`src/rtl/rst_read_ram_pkg.sv`:
```
package rst_read_ram_pkg;

    typedef enum logic {
        ST_FORCED = 1'b0,
        ST_LIVE   = 1'b1
    } rd_state_e;

endpackage

```
`src/rtl/rst_read_ram_array.sv`:
```
module rst_read_ram_array #(
    parameter int unsigned DATA_W = 8,
    parameter int unsigned DEPTH  = 8,
    parameter int unsigned ADDR_W = 3
) (
    input  logic              clk,
    input  logic              we,
    input  logic [ADDR_W-1:0] waddr,
    input  logic [DATA_W-1:0] wdata,
    input  logic              re,
    input  logic [ADDR_W-1:0] raddr,
    output logic [DATA_W-1:0] rd_q
);

    logic [DATA_W-1:0] mem [DEPTH];

    // Storage and output register carry no reset; read-first on collision.
    always_ff @(posedge clk) begin
        if (we) begin
            mem[waddr] <= wdata;
        end
        if (re) begin
            rd_q <= mem[raddr];
        end
    end

endmodule

```
`src/rtl/rst_read_ram_fsm.sv`:
```
module rst_read_ram_fsm
    import rst_read_ram_pkg::*;
#(
    parameter bit RESETLESS = 1'b0,
    parameter bit ASYNC_RST = 1'b0
) (
    input  logic clk,
    input  logic rst,
    input  logic re,
    output logic forced
);

    // T_PWRUP: the register starts in ST_FORCED.
    rd_state_e state = ST_FORCED;
    rd_state_e state_nxt;

    always_comb begin
        state_nxt = state;
        unique case (state)
            ST_FORCED: state_nxt = re ? ST_LIVE : ST_FORCED; // T_READ
            ST_LIVE:   state_nxt = ST_LIVE;
            default:   state_nxt = ST_FORCED;
        endcase
    end

    generate
        if (RESETLESS) begin : g_noreset
            always_ff @(posedge clk) begin
                state <= state_nxt;
            end
        end else if (ASYNC_RST) begin : g_async
            always_ff @(posedge clk or posedge rst) begin
                if (rst) begin
                    state <= ST_FORCED;                        // T_RESET
                end else begin
                    state <= state_nxt;
                end
            end
        end else begin : g_sync
            always_ff @(posedge clk) begin
                if (rst) begin
                    state <= ST_FORCED;                        // T_RESET
                end else begin
                    state <= state_nxt;
                end
            end
        end
    endgenerate

    always_comb begin
        forced = (state == ST_FORCED);
    end

endmodule

```
`src/rtl/rst_read_ram_omux.sv`:
```
module rst_read_ram_omux #(
    parameter int unsigned       DATA_W = 8,
    parameter logic [DATA_W-1:0] INIT_W = '0
) (
    input  logic              forced,
    input  logic [DATA_W-1:0] rd_q,
    output logic [DATA_W-1:0] rdata
);

    always_comb begin
        rdata = forced ? INIT_W : rd_q;
    end

endmodule

```
`src/rtl/rst_read_ram.sv`:
```
module rst_read_ram #(
    parameter int unsigned DATA_W    = 8,
    parameter int unsigned DEPTH     = 8,
    parameter int unsigned INIT_VAL  = 13,
    parameter bit          RESETLESS = 1'b0,
    parameter bit          ASYNC_RST = 1'b0,
    localparam int unsigned ADDR_W   = (DEPTH > 1) ? $clog2(DEPTH) : 1
) (
    input  logic              clk,
    input  logic              rst,
    input  logic              we,
    input  logic [ADDR_W-1:0] waddr,
    input  logic [DATA_W-1:0] wdata,
    input  logic              re,
    input  logic [ADDR_W-1:0] raddr,
    output logic [DATA_W-1:0] rdata
);

    localparam logic [DATA_W-1:0] INIT_W = INIT_VAL[DATA_W-1:0];

    logic [DATA_W-1:0] rd_q;
    logic              forced;

    rst_read_ram_array #(
        .DATA_W (DATA_W),
        .DEPTH  (DEPTH),
        .ADDR_W (ADDR_W)
    ) u_array (
        .clk   (clk),
        .we    (we),
        .waddr (waddr),
        .wdata (wdata),
        .re    (re),
        .raddr (raddr),
        .rd_q  (rd_q)
    );

    rst_read_ram_fsm #(
        .RESETLESS (RESETLESS),
        .ASYNC_RST (ASYNC_RST)
    ) u_fsm (
        .clk    (clk),
        .rst    (rst),
        .re     (re),
        .forced (forced)
    );

    rst_read_ram_omux #(
        .DATA_W (DATA_W),
        .INIT_W (INIT_W)
    ) u_omux (
        .forced (forced),
        .rd_q   (rd_q),
        .rdata  (rdata)
    );

endmodule

```
`config.mk`:
```
export PLATFORM = sky130hd
export DESIGN_NAME = rst_read_ram
export DESIGN_NICKNAME = d
export VERILOG_FILES = /design/src/rtl/rst_read_ram_pkg.sv /design/src/rtl/rst_read_ram_array.sv /design/src/rtl/rst_read_ram_fsm.sv /design/src/rtl/rst_read_ram_omux.sv /design/src/rtl/rst_read_ram.sv
export SDC_FILE = /design/constraint.sdc
export NUM_CORES = 1
export LEC_CHECK = 0
export BUFFER_PORTS_ARGS = -buffer_cell sky130_fd_sc_hd__buf_2
export CORE_ASPECT_RATIO = 2
export CORE_MARGIN = 4
export CORE_UTILIZATION = 25
export CTS_BUF_LIST = sky130_fd_sc_hd__clkbuf_4
export CTS_CLUSTER_SIZE = 28
export DETAILED_ROUTE_END_ITERATION = 7
export PLACE_DENSITY_LB_ADDON = 0.05
export REMOVE_ABC_BUFFERS = 1
export SLEW_MARGIN = 20
export SYNTH_ARGS = -nofsm -noshare
export SYNTH_HDL_FRONTEND = slang
export SYNTH_HIERARCHICAL = 1
export SYNTH_SLANG_ARGS = --single-unit
```
`constraint.sdc`:
```
create_clock -name clk -period 3.56 [get_ports clk]
set_clock_uncertainty 0.2 [all_clocks]
set_input_delay 0.89 -clock clk [delete_from_list [all_inputs] [get_ports clk]]
set_output_delay 0.89 -clock clk [all_outputs]
set_load 0.01 [all_outputs]
```
* Word level (Yosys, flattened, before mapping)
Memories as Yosys holds them, arrays and structs flattened. A register that Yosys moved wholly into a read port is not among the register bits.
Cells that the tools add are included.
** Storage, ports and cells
- Flip-flop bits (word level) :: 1
- Latch bits :: 0
- RAM bits :: 64
- Bits in read-only memories :: 0
- Bits of input ports :: 18
- Word-level logic and storage cells :: 8
- Memories kept :: 1
** Cells by class
- Add/sub/neg operators :: 0
- $mul :: 0
- Div/mod/pow operators :: 0
- Magnitude comparators :: 0
- Equal/unequal tests :: 0
- Shift operators :: 0
- Multiplexer cells :: 5
- Bitwise operators :: 1
- Reduce and logical (&&, ||, !) cells :: 0
** Memories
- u_array.mem :: words 8, bits a word 8, read ports 1, clocked after memory_dff 1, wr ports 1, line rst_read_ram_array.sv:15 : logic [DATA_W-1:0] mem [DEPTH];
** Operator list (number)
- $mux 8 :: 1
- $mux 1 :: 3
- $pmux 1 s2 :: 1
- $not 1->1 :: 1

* Logic depth before layout (Yosys ltp)
Gate-level depths: netlist (run 1).
- Depth in word-level cells :: 2
- Mapped depth :: 4
- Depth with buffers taken out :: 2

* Hierarchy
Netlist (run 1), hierarchy kept.
** Modules (own cells, without submodules)
- rst_read_ram_array :: times used 1, cells each 114, area an instance 2771.4 µm²
- rst_read_ram_omux :: times used 1, cells each 8, area an instance 50.0 µm²
- rst_read_ram_fsm :: times used 1, cells each 3, area an instance 33.8 µm²

* Worst setup path after synthesis (run 1)
Ideal clock, no wire load.
- Kind :: input port to flip-flop
- From :: in raddr[0]
- To :: reg u_array.rd_q[1], read port of u_array.mem (data pin)
- Arrival :: 1.913 ns
- Data required time :: 3.100 ns
- Path slack :: 1.187 ns
- Cell stages on the path :: 4
- Buffers on the path :: 2
- Cell sequence :: buf_6 -> buf_12 -> mux4_1 -> mux2_2
** RTL lines
- from (decl) :: line rst_read_ram.sv:15 : input logic [ADDR_W-1:0] raddr,
- to (decl) :: line rst_read_ram_array.sv:12 : output logic [DATA_W-1:0] rd_q

* Final worst setup path (run 1)
- From :: reg u_fsm.state
- To :: out rdata[3]
** On the way
- Cells in the longest elaborated chain, start to end :: 1
** Ends and longest elaborated chain
- from (decl) :: line rst_read_ram_fsm.sv:14 : rd_state_e state = ST_FORCED;
- from (signal assigned) :: line rst_read_ram_fsm.sv:44 : state <= state_nxt;
- $mux 8 :: line rst_read_ram_omux.sv:11 : rdata = forced ? INIT_W : rd_q;
- to (decl) :: line rst_read_ram.sv:16 : output logic [DATA_W-1:0] rdata
No other way between the ends.

==> impl_metrics.csv, run 1 <==
group,metric,value,unit
grt,grt_pass1_vias,1398,
sta,maxSlewHeadroom,65.0,%
worst_setup_path,cp.buffers_inverters,2,
layout,regArea,2180,sq um
sta,fin_ws,1.20,ns
synth,synth_top_area_share,75.7,%
worst_setup_path,crit_family,"flip-flops",
clock_tree,cts_max_level,3,
synth,synth_largest_area_cell,"edfxtp_1",
layout,multi_input_area,626,sq um
synth,synth_seq_area_share,76.4,%
power_and_ir_drop,clkPwrFrac,34.5,%
sta,fin_crit_sh,66.2,%
worst_setup_path,critPathCaptureType,"output pin",
drt,post_drt_wl_per_cell,17.8,um
worst_setup_path,worstPathCellList,"inv_1, or2_1, buf_2",
power_and_ir_drop,internal-power,0.00131,W
power_and_ir_drop,p_seq_share,59.5,%
power_and_ir_drop,p_sw,0.000345,W
grt,antenna_found_initial,1,
placed_design,routabilityCongestion,0.592,
clock_tree,cts_root_buffer,"clkbuf_4",
power_and_ir_drop,leakage,1.14,nW
floorplan,fp.dieH,159,um
clock_tree,ctsResizeCount,0,
power_and_ir_drop,sw_frac_of_total,20.8,%
floorplan,io_pins,26,
floorplan,die_area,13300,sq um
synth,synth_edf_count,72,
clock_tree,cts_tree,"yes",
drt,ant_nets,0,
clock_tree,clock_latency,0.41,ns
job,max_cap_violations,0,
worst_setup_path,cp-start-kind,"flop",
layout,drive_gt1_share,33.7,%
drt,wirelength,5560,um
worst_setup_path,cp.required,2.47,ns
placed_design,hpwl,3640,um
placed_design,place_ws,0.849,ns
synth,synthCells,125,
floorplan,chipWidth,83.6,um
synth,async_flop_share,0,%
grt,grt_overflow,0,
sta,min_period,2.36,ns
synth,syn-cell-area,2860,sq um
power_and_ir_drop,ir_drop,0.169,mV
power_and_ir_drop,power_frac_comb,6.0,%
worst_setup_path,cpMaxStageDelayCell,"dfxtp_1",
drt,vias,1304,
sta,hold_violations,0,
layout,nNetsFinal,182,
sta,drv_slew,0,
floorplan,initial_utilization,25.5,%
clock_tree,clkTransAtPathRegs,0.11,ns
grt,grt_util_all_layers,9.02,%
clock_tree,postCtsSetupBuffers,0,
worst_setup_path,max_stage_delay,0.34,ns
min_path,min_path_type,"flop to flop",
worst_setup_path,rrSetupSlack,1.95,ns
drt,post_drt_via_cell_ratio,4.18,
synth,ys_warn_count,6,
worst_setup_path,critPathKind,"flop to output pin",
drt,drcViolationCount,0,
floorplan,coreArea,11200,sq um
layout,nFillCells,1122,
synth,synth_area_leaders,"edfxtp_1 76%, mux4_1 14%, mux2_2 3.2%",
placed_design,io_buffers,25,
drt,drt-initial-drc-count,72,
sta,setup_viol,0,
sta,worst_pin_slew,0.525,ns
sta,grt_setup_unrepaired,"false",
synth,synth_seq_cells,73,
run_status,status,"complete, no violations",
drt,firstDrtPassIters,3,
clock_tree,cts.sinks,73,
layout,area_growth,16.9,%
power_and_ir_drop,powerDensity,496,nW/um^2
sta,tns,0,ns
grt,grt_pass1_wl,8450,um
worst_setup_path,critPathArrivalTime,1.27,ns
floorplan,rows,55,
grt,grt_max_degree,17,
clock_tree,cts_buffers,9,
synth,synth.distinct_cells,18,
clock_tree,clockBufferDepth,2,
sta,fmax,425,MHz
clock_tree,hold_buffers,0,
synth,syn_area_per_cell,22.8,sq um
power_and_ir_drop,power,0.00166,W
worst_setup_path,worst-path-max-fanout,8,
synth,ys.flop_type,"edfxtp_1",
[area by class of cell]
type                       instances  area share (%)
sequential                        73            65.4
multi-input combinational         46            18.7
timing repair buffer              33            5.55
tap                              142            5.32
clock inverter                     7            2.81
clock buffer                       9            2.02
inverter                           1           0.112
antenna                            1          0.0750
[cell usage after synthesis, types with 2 or more instances]
cell type / number
edfxtp_1: 72
mux4_1: 15
mux2_2: 8
nor2_1: 6
nor2b_1: 5
nand2b_1: 3
or2_1: 3
nand2_1: 2
nor3_1: 2
[power by group through the flow]
stage          sequential, W  combinational [W]  clock, W
2_1_floorplan        0.00100          0.0000498         0
3_3_place_gp         0.00100           0.000101         0
3_5_place_dp         0.00101           0.000102         0
4_1_cts             0.000986           0.000103  0.000601
5_1_grt             0.000988           0.000110  0.000643
6_report            0.000985          0.0000986  0.000572
[cells in the final DEF, fill, tap and decap left out, drive strengths merged]
cell type | netlist | routed
buf | 4 | 33
bufinv | 0 | 2
clkbuf | 1 | 9
clkinv | 0 | 3
clkinvlp | 0 | 1
dfxtp | 1 | 1
diode | 0 | 1
edfxtp | 72 | 72
inv | 1 | 2
mux2 | 8 | 8
mux4 | 16 | 16
nand2 | 2 | 2
nand2b | 3 | 3
nor2 | 6 | 6
nor2b | 5 | 5
nor3 | 2 | 2
o21ba | 1 | 1
or2 | 3 | 3
[per-stage QoR]
stage | hold slack, ns | util [%] | std cells | instance area [sq um]
2_1_floorplan | 0.249 | - | 120 | 2810
3_3_place_gp | 0.256 | 28.3 | 295 | 3170
3_5_place_dp | 0.271 | 28.3 | 295 | 3170
4_1_cts | 0.300 | 29.7 | 311 | 3340
5_1_grt | 0.333 | 29.8 | 312 | 3340
6_report | 0.290 | 29.8 | 312 | 3340
[sequential cells by signal, indices dropped and copies added, names as in the netlist]
register	flops
u_array/mem	64
u_array/rd_q	8
u_fsm/state	1
[kinds of logic (layout without fill, tap and decap cells)]
logic type      Yosys count  in the layout  synth area share (%)
compound gates            1              1                 0.351
buf+inv                   6             50                  1.66
flops                    73             73                  76.4
mux                      24             24                  17.7
other cells               0              1                     0
simple gates             21             21                  3.81
[path summary, 6_finish.rpt]
path | startpoint | end | cells past startpoint
min reg2reg | u_fsm/state$_SDFF_PP0_ | u_fsm/state$_SDFF_PP0_ | 1
min | u_fsm/state$_SDFF_PP0_ | u_fsm/state$_SDFF_PP0_ | 1
max reg2reg | u_array/mem[3][3]$_DFFE_PP_ | u_array/rd_q[3]$_DFFE_PP_ | 2
max | u_fsm/state$_SDFF_PP0_ | rdata[3] | 3
[worst register-to-register path, cell delays in order, from the launching register on]
cell and delay, ns:
edfxtp_1 0.38, mux4_1 0.51, mux2_2 0.28
[layer usage]
| layer | global-route usage, % | routed length (um) |
|---|---|---|
| met1 | 9.90 | 2180 |
| met3 | 2.33 | 216 |
| met2 | 15.4 | 3020 |
| met4 | 5.49 | 146 |
| met5 | 0 | 0 |
Note: power is estimated with default switching activity, not from simulation.
==> inputs of run 2 (changes only) <==
clock period = 2.2 ns   (was 3.56 ns; I/O delays follow)
==> impl_metrics.csv, run 2 (synthesis gave the netlist of run 1 again) <==
group,metric,value,unit
run_status,status,"complete, no violations",
drt,ant_nets,0,
sta,grt_setup_unrepaired,"false",
worst_setup_path,worst-path-max-fanout,8,
clock_tree,postCtsSetupBuffers,0,
grt,grt_pass1_vias,1427,
clock_tree,cts_buffers,9,
grt,grt_max_degree,17,
grt,grt_util_all_layers,9.30,%
floorplan,rows,55,
clock_tree,cts_tree,"yes",
sta,worst_pin_slew,0.276,ns
worst_setup_path,critPathCaptureType,"output pin",
sta,fmax,500,MHz
worst_setup_path,critPathArrivalTime,1.25,ns
clock_tree,cts.sinks,73,
layout,top_register,"u_array/mem",
power_and_ir_drop,p_seq_share,62.6,%
clock_tree,clkTransAtPathRegs,0.10,ns
clock_tree,clock_latency,0.42,ns
layout,area_growth,17.1,%
grt,antenna_found_initial,0,
layout,largest_reg_flops,64,
sta,setup_viol,0,
drt,drt-initial-drc-count,100,
power_and_ir_drop,powerDensity,761,nW/um^2
floorplan,fp.dieH,159,um
drt,post_drt_wl_per_cell,17.9,um
layout,final_cell_mix,"72 x edfxtp_1, 25 x buf_2, 15 x mux4_1",
drt,firstDrtPassIters,4,
worst_setup_path,cp.buffers_inverters,2,
worst_setup_path,worstPathCellList,"inv_1, or2_1, buf_2",
worst_setup_path,critPathKind,"flop to output pin",
drt,post_drt_via_cell_ratio,4.19,
placed_design,routabilityCongestion,0.620,
clock_tree,cts_max_level,3,
layout,nNetsFinal,184,
worst_setup_path,max_stage_delay,0.34,ns
floorplan,initial_utilization,25.5,%
worst_setup_path,cpMaxStageDelayCell,"dfxtp_1",
floorplan,io_pins,26,
drt,wirelength,5620,um
clock_tree,hold_buffers,0,
power_and_ir_drop,clkPwrFrac,30.7,%
worst_setup_path,rrSetupSlack,0.58,ns
sta,tns,0,ns
sta,hold_violations,0,
worst_setup_path,cp-start-kind,"flop",
drt,drcViolationCount,0,
clock_tree,cts_root_buffer,"clkbuf_4",
worst_setup_path,cp.required,1.45,ns
grt,grt_pass1_wl,8670,um
worst_setup_path,crit_family,"flip-flops",
sta,maxSlewHeadroom,81.6,%
power_and_ir_drop,p_sw,0.000545,W
layout,final_core_util,29.8,%
floorplan,chipWidth,83.6,um
layout,mostFrequentLayoutCell,"edfxtp_1",
placed_design,hpwl,3650,um
clock_tree,clockBufferDepth,2,
power_and_ir_drop,internal-power,0.00200,W
power_and_ir_drop,ir_drop,0.256,mV
grt,grt_overflow,0,
layout,top_regs,"u_array/mem: 64 flops, u_array/rd_q: 8 flops, u_fsm/state: 1 flops",
power_and_ir_drop,sw_frac_of_total,21.4,%
drt,vias,1310,
power_and_ir_drop,leakage,1.14,nW
power_and_ir_drop,power_frac_comb,6.6,%
floorplan,coreArea,11200,sq um
sta,drv_slew,0,
layout,drive_gt1_share,33.3,%
sta,min_period,2.00,ns
clock_tree,ctsResizeCount,0,
sta,fin_crit_sh,90.9,%
layout,diodes,0,
placed_design,io_buffers,25,
min_path,min_path_type,"primary input to flop",
floorplan,die_area,13300,sq um
job,max_cap_violations,0,
==> run 2: cell count changes in the layout (fill, tap and decap cells not counted), sizes merged <==
| cell | delta |
|---|---|
| bufinv | -1 |
| clkinv | +1 |
| diode | -1 |
| inv | -1 |
| buf | +2 |
| clkinvlp | +1 |
==> run 2: final cells by class <==
class / count / area [sq um]
multi-input combinational: 46 / 626
clock buffer: 9 / 67.6
clock inverter: 7 / 61.3
sequential: 73 / 2180
tap: 142 / 178
fill: 1109 / 7870
timing repair buffer: 35 / 225
inverter: 1 / 3.75
==> run 2: final timing paths <==
path	startpoint	end	cells after the start
worst min register to register	u_fsm/state$_SDFF_PP0_	u_fsm/state$_SDFF_PP0_	1
worst max-delay path	u_fsm/state$_SDFF_PP0_	rdata[3]	3
worst min-delay path	rst	u_fsm/state$_SDFF_PP0_	2
worst max register to register	u_array/mem[6][5]$_DFFE_PP_	u_array/rd_q[5]$_DFFE_PP_	2
==> run 2: per-stage QoR <==
| stage | std cells | total power [W] | cell area (sq um) | setup WS [ns] | hold slack (ns) |
|---|---|---|---|---|---|
| final | 313 | 0.00255 | 3340 | 0.200 | 0.185 |
| after detailed placement | 297 | 0.00180 | 3210 | 0.0339 | 0.270 |
| after floorplan | 120 | 0.00170 | 2810 | 0.289 | 0.249 |
| after CTS | 313 | 0.00260 | 3340 | 0.124 | 0.138 |
| after global routing | 313 | 0.00269 | 3340 | 0.0555 | 0.139 |
| after global placement | 297 | 0.00180 | 3210 | 0.0346 | 0.256 |
==> run 2: power by group through the flow <==
stage          combinational (W)  clock [W]  sequential, W
6_report                0.000169   0.000783        0.00159
5_1_grt                 0.000187   0.000905        0.00160
4_1_cts                 0.000177   0.000825        0.00160
3_5_place_dp            0.000176          0        0.00163
3_3_place_gp            0.000171          0        0.00163
2_1_floorplan          0.0000806          0        0.00162
==> run 2: metal layers <==
metal	vias to the layer above	share of wire (%)	global-route usage, %	routed length, um
li1	608	-	-	-
met1	656	41	10.7	2320
met2	33	52	15.5	2940
met3	13	3.8	2.59	214
met4	0	2.7	5.05	149
met5	-	0	0	0
